## config.mk

```make
export PLATFORM = sky130hd
export DESIGN_NAME = dtg_dominant_guard
export DESIGN_NICKNAME = d
export VERILOG_FILES = /design/src/rtl/dtg_pkg.sv /design/src/rtl/dtg_run_counter.sv /design/src/rtl/dtg_trip_latch.sv /design/src/rtl/dtg_dominant_guard.sv
export SDC_FILE = /design/constraint.sdc
export NUM_CORES = 1
export LEC_CHECK = 0
export BUFFER_PORTS_ARGS = -buffer_cell sky130_fd_sc_hd__buf_2
export CORE_UTILIZATION = 57
export DETAILED_ROUTE_END_ITERATION = 8
export MAX_ROUTING_LAYER = met4
export PLACE_DENSITY = 0.75
export SETUP_SLACK_MARGIN = 0.02
export SLEW_MARGIN = 20
export SYNTH_ARGS = -nofsm -noshare
export SYNTH_HDL_FRONTEND = slang
export SYNTH_SLANG_ARGS = --single-unit
```

## constraint.sdc

```tcl
create_clock -name clk -period 1.7 [get_ports clk]
set_input_delay 0.17 -clock clk [delete_from_list [all_inputs] [get_ports clk]]
set_output_delay 0.17 -clock clk [all_outputs]
set_load 0.01 [all_outputs]
```

## src/rtl/dtg_pkg.sv

```systemverilog
package dtg_pkg;

    localparam logic LINE_DOMINANT  = 1'b0;
    localparam logic LINE_RECESSIVE = 1'b1;

    typedef enum logic {
        GUARD_ARMED   = 1'b0,
        GUARD_TRIPPED = 1'b1
    } guard_state_e;

    typedef struct packed {
        logic dominant;
        logic clear;
    } guard_in_t;

    function automatic int unsigned limit_cycles(input int unsigned clk_hz,
                                                 input int unsigned timeout_us);
        return (clk_hz / 1_000_000) * timeout_us;
    endfunction

    function automatic int unsigned count_width(input int unsigned limit);
        int unsigned w;
        w = $clog2(limit + 1);
        return (w < 1) ? 1 : w;
    endfunction

endpackage

```

## src/rtl/dtg_run_counter.sv

```systemverilog
module dtg_run_counter #(
    parameter int unsigned LIMIT = 200_000,
    parameter int unsigned CW    = dtg_pkg::count_width(LIMIT)
) (
    input  logic          clk,
    input  logic          rst,
    input  logic          dominant,
    output logic [CW-1:0] count,
    output logic          at_limit
);
    localparam logic [CW-1:0] LIMIT_V = CW'(LIMIT);

    always_ff @(posedge clk) begin
        if (rst) begin
            count <= '0;
        end else if (!dominant) begin
            count <= '0;
        end else if (count != LIMIT_V) begin
            count <= count + 1'b1;
        end
    end

    assign at_limit = (count == LIMIT_V);

    assert_count_saturates_R9: assert property (@(posedge clk) disable iff (rst)
        count <= LIMIT_V);

    assert_recessive_restarts_R3: assert property (@(posedge clk) disable iff (rst)
        !dominant |=> count == '0);

endmodule

```

## src/rtl/dtg_trip_latch.sv

```systemverilog
module dtg_trip_latch
    import dtg_pkg::*;
(
    input  logic         clk,
    input  logic         rst,
    input  guard_in_t    req,
    input  logic         at_limit,
    output guard_state_e state,
    output logic         fault
);
    guard_state_e state_nx;

    always_comb begin
        state_nx = state;
        if (req.clear) begin
            state_nx = GUARD_ARMED;
        end else if (req.dominant && at_limit) begin
            state_nx = GUARD_TRIPPED;
        end
    end

    always_ff @(posedge clk) begin
        if (rst) state <= GUARD_ARMED;
        else     state <= state_nx;
    end

    assign fault = (state == GUARD_TRIPPED);

    assert_hold_until_clear_R6: assert property (@(posedge clk) disable iff (rst)
        fault && !req.clear |=> fault);

    assert_clear_wins_R8: assert property (@(posedge clk) disable iff (rst)
        req.clear |=> !fault);

    assert_trip_only_past_limit_R4: assert property (@(posedge clk) disable iff (rst)
        $rose(fault) |-> $past(at_limit && req.dominant));

endmodule

```

## src/rtl/dtg_dominant_guard.sv

```systemverilog
module dtg_dominant_guard
    import dtg_pkg::*;
#(
    parameter int unsigned CLK_HZ     = 100_000_000,
    parameter int unsigned TIMEOUT_US = 2000
) (
    input  logic clk,
    input  logic rst,
    input  logic tx_in,
    input  logic fault_clr,
    output logic tx_out,
    output logic fault
);
    localparam int unsigned LIMIT = limit_cycles(CLK_HZ, TIMEOUT_US);
    localparam int unsigned CW    = count_width(LIMIT);

    guard_in_t     req;
    logic [CW-1:0] run_count;
    logic          at_limit;
    guard_state_e  state;

    assign req.dominant = (tx_in == LINE_DOMINANT);
    assign req.clear    = fault_clr;

    dtg_run_counter #(.LIMIT(LIMIT), .CW(CW)) u_counter (
        .clk      (clk),
        .rst      (rst),
        .dominant (req.dominant),
        .count    (run_count),
        .at_limit (at_limit)
    );

    dtg_trip_latch u_latch (
        .clk      (clk),
        .rst      (rst),
        .req      (req),
        .at_limit (at_limit),
        .state    (state),
        .fault    (fault)
    );

    assign tx_out = fault ? LINE_RECESSIVE : tx_in;

    assert_outputs_reset_R1: assert property (@(posedge clk)
        $past(rst) |-> !fault);

    assert_fault_blocks_dominant_R5: assert property (@(posedge clk) disable iff (rst)
        (state == GUARD_TRIPPED) |-> tx_out == LINE_RECESSIVE);

endmodule

```

# --- Yosys cells after proc, flatten, opt, wreduce, memory -nomap -nowiden ---
# Index checks and enable logic that the tools add are counted.
classes:
  mux: 1
  add_sub_neg: 1
  eq_ne: 2
  reduce_logical: 3
  bitwise: 1
ops:
  columns: ["op", "n"]
  rows:
  - ["adder 18 x 1 -> 18 bit (second input constant)", 1]
  - ["== test 18 bit (second input constant)", 1]
  - ["!= test 18 bit (second input constant)", 1]
  - ["OR reduction 2 bit", 2]
  - ["logical AND 1 bit", 1]
  - ["two-way mux 1 bit", 1]
  - ["NOT 1 bit", 1]
word_totals:
  output_inout_bits: 2
  input_bits: 4
  regBits: 19
  elab_cells: 10

# --- Longest topological paths before layout ---
logic_depth:
  depth_word: 2
  depth_mapped: 5
  depth_no_buf: 5

# --- Hierarchy ---
# A second synthesis with hierarchy kept.
unflattened:
  cells_unflattened: 112
  hier_area_um2: 962.2
modules_own_cells:
  columns: ["module", "area_each_um2", "cells_per_inst", "seq_area_each_um2", "instances"]
  rows:
  - ["dtg_run_counter", 905.9, 106, 360.3, 1]
  - ["dtg_trip_latch", 46.3, 4, 20.0, 1]
  - ["dtg_dominant_guard", 10.0, 2, 0.0, 1]

# --- Worst setup path before layout ---
# No wires, ideal clock.
synth_timing:
  path_type: "register to register"
  start: "register u_counter.count[0]"
  end: "register u_counter.count[8]"
  required_ns: 1.630
  synth_period_minus_slack_ns: 1.389
  path_stages_with_launch: 5
  setup_slack_ns: 0.311
  t_arrival_ns: 1.319
  setup_ns: 0.070
  cell_sequence: "dfxtp_1 > ha_1 > nand3_1 > or3_2 > a21oi_1"
synth_via:
  elab_chain_len: 1
synth_lines:
  columns: ["item", "line_no", "rtl"]
  rows:
  - ["start, declared", "dtg_run_counter.sv:8", "output logic [CW-1:0] count,"]
  - ["start signal, assigned", "dtg_run_counter.sv:19", "count <= count + 1'b1;"]
  - ["adder 18 x 1 -> 18 bit / != test 18 bit (equally long branches)", "dtg_run_counter.sv:19, dtg_run_counter.sv:18", null]
# Several ways; a longest one is shown, not always the timed one.
# A chain may end at the register's enable or synchronous reset.

# --- Worst setup path in the final report ---
layout_timing:
  start: "register u_counter.count[2]"
  end: "register u_counter.count[17]"
# The elaborated chain is that of the path after synthesis.

==> results by stage <==
Status:
- The run finished with clean final reports.

Worst setup path:
- The capturing element type of the critical path is a flop.
- The largest fanout on the critical path is 7.
- STA classifies the critical path startpoint as a flop.
- Data on the critical path is required at its endpoint by 1.90 ns.
- Data on the critical path arrives at its endpoint at 1.76 ns.
- The critical path is of the flop to flop type.
- The worst reg-to-reg path cell count is 4.

Power:
- For this design the ratio of total power to cell area is 690 nW/um2.
- The leakage power summed over all cells is 0.349 nW.
- The maximum VDD drop is 0.589 mV.

Detailed routing:
- The post-detailed-routing wire length is 1700 um.
- The first-pass detailed-route iteration total is 4.
- In this run the remaining antenna-violating nets after routing total 0.
- The per-cell routed wire length is 13.2 um.
- In this run, the number of DRC markers left after iteration 0 of detailed routing was 18.
- The total via count in the routed design is 768.
- Dividing the detail-routed via count by the number of cells gives 5.95.
- After detailed routing, the number of remaining DRC violations is 0.

Synth:
- The fraction of the yosys area taken by sequential cells is 0.403.
- The most used flip-flop cell after synthesis is dfxtp_1.
- The count of flip-flops with a built-in enable after synthesis is 0.
- Counting flops and latches in the post-synthesis netlist gives 19.
- After synthesis, the mean cell area works out to 8.83 um2.
- The gate count after technology mapping is 107.
- Of all flip-flops after synthesis, the portion carrying an async set or reset was 0.
- The count of unique library cells instantiated by Yosys is 30.
- The synthesized area is 945 um2.
- Counting every net in the synthesized netlist gives 113.
- The count of yosys warnings during synthesis is 0.

Floorplanning:
- In this run the vertical extent of the chip is 42.7 um.
- The initial utilization of the core area, before any placement, comes to 0.620.
- The die is 42.7 um wide.
- 6 I/O pins were placed.
- The floorplan step defined a core boundary enclosing 1520 um2.
- The area enclosed by the die boundary is 1820 um2.
- The floorplan row count is 14.

Cells and area:
- In the final layout, the share of cells above drive strength 1 is 0.159.
- From synthesis to final layout, the design area changed by 7.55%.
- The net count of the finished layout is 120.
- At the end of the flow the core is filled with cells to 0.667.
- The filler cells instantiated in the layout total 122.
- The number of antenna diodes in the final layout is 0.

Global routing:
- The initial antenna violation count was 0.
- The first-pass GRT wire length is 3030 um.
- Entering global routing, the biggest net connects 18 pins.
- The number of global-route vias before repair is 704.
- The sum of overflow across all layers after global routing is 0.
- Across every metal layer, demand over resource in global routing totals 0.227.

Clocking:
- Clock tree synthesis selected as its root buffer the cell clkbuf_4.
- Buffers inserted during clock tree synthesis total 3.
- The number of clock sinks seen by CTS is 19.
- The clock input transition at the sequential cells of the worst setup and hold paths is 0.10 ns.
- The maximum number of buffers from clock root to sink is 2.
- The clock tree from TritonCTS is built.
- The worst-skew pair later-pin latency is 0.29 ns.
- The H-tree depth is 1.
- The cts-stage hold buffer count is 0.

Hold path:
- Along the worst hold path, the cell count comes to 3.
- The min-delay analysis places its worst path in the category input port to flop.

STA:
- Setup violations remaining at the end of the flow were counted as 0.
- The final max-slew violation count is 0.
- Between clock sinks in the finished design, the worst skew comes to 0.00138 ns.
- The relative slew slack is 0.752.
- The routed design could run at a clock period as short as 1.56 ns.
- The measured slew at the worst slew-check pin is 0.371 ns.
- Setup repair after global routing left no endpoint under its margin.
- The final setup TNS is 0 ns.
- The final period utilization is 0.916.
- Based on the critical path, the design can be clocked at up to 642 MHz.
- The worst hold-check slack is 0.215 ns.
- The number of hold violations in the final report is 0.

Placed design:
- The half-perimeter wire length of the detailed placement result is 1260 um.
- The count of buffers inserted at the top-level ports is 5.
- The global placement routability congestion is 0.820.

Run:
- The number of max-cap violations is 0.
cells in the mapped netlist (all sizes together) (2+ instances only):
cell type  number  area [um2]
a21oi           2        10.0
xnor2           8        70.1
inv             5        18.8
nor4            6        52.6
mux2i           2        20.0
dfxtp          19         380
or3             2        13.8
xor2            4        35.0
or2             2        12.5
nand3b          2        15.0
o21ai           2        10.0
clkbuf          2        7.51
ha              2        25.0
nand2           9        33.8
nor2           17        63.8
nand3           4        20.0
nor3            4        31.3
nand4           7        58.8
through the flow:
stage               power [W]  cell area, um2  setup slack, ns  cells
detailed placement   0.000485             971           0.0851    125
floorplan            0.000476             945            0.311    107
CTS                  0.000702             997           0.0838    129
global route         0.000724            1020           0.0360    129
global placement     0.000485             971            0.149    125
finish               0.000701            1020            0.144    129
path summary, 6_finish.rpt:
| check | startpoint | end | slack, ns |
|---|---|---|---|
| hold reg to reg | u_counter.count[1] | u_counter.count[1] | 0.54 |
| setup / recovery | u_counter.count[2] | u_counter.count[17] | 0.14 |
| hold / removal | fault_clr | u_latch.fault | 0.22 |
| setup reg to reg | u_counter.count[2] | u_counter.count[17] | 0.14 |
routing by layer:
layer / wire length (um) / part of all wire / vias up / GRT usage
met5: 0 / 0 / - / -
met4: 30 / 0.018 / 0 / 0.0938
met3: 60 / 0.035 / 4 / 0.0383
met2: 808 / 0.48 / 15 / 0.330
met1: 801 / 0.47 / 366 / 0.312
li1: - / - / 383 / -
what timing repair did:
action | in CTS | in global routing
buffers inserted | 0 | 0
endpoints found under the setup margin | 0 | 4
resized for setup | 0 | 4
final cells by class:
type / count / area [um2] / area share
Tap cell: 16 / 20.0 / 0.0197
Timing Repair Buffer: 5 / 25.0 / 0.0246
Sequential cell: 19 / 382 / 0.376
Inverter: 5 / 18.8 / 0.0185
Multi-Input combinational cell: 80 / 544 / 0.536
Clock buffer: 4 / 26.3 / 0.0259
critical path, stage by stage (launching register included):
cell	delay (ns)
dfxtp_1	0.45
nand4_1	0.28
nor4_4	0.39
a31oi_1	0.14
a41o_1	0.21
flip-flops by register name (all words and copies together), names as in the netlist:
register	count
u_counter.count	18
u_latch.fault	1
logic make-up after synthesis:
group | count (synthesis) | synth area share
buf+inv | 8 | 0.0397
simple gates | 56 | 0.344
xor+xnor | 12 | 0.111
fa+ha+maj | 2 | 0.0265
mux | 2 | 0.0212
flops | 19 | 0.403
compound gates | 8 | 0.0543
placed cells by master, fill, tap and decap left out, drive strengths merged, types with 4 or more instances in the layout:
cell	count
inv	5
nand2	9
buf	5
nand4	7
nor3	4
xor2	4
nor2	17
dfxtp	19
nand3	4
xnor2	8
nor4	6
clkbuf	4
power by group:
group | total (W) | internal (W) | switching, W | leakage (nW)
Clock | 0.000227 | 0.0000913 | 0.000135 | 0.0150
Sequential | 0.000450 | 0.000447 | 0.00000327 | 0.154
Combinational | 0.0000243 | 0.00000912 | 0.0000152 | 0.180
Total | 0.000701 | 0.000548 | 0.000154 | 0.349
No activity file was read; power rests on OpenSTA's default activity.
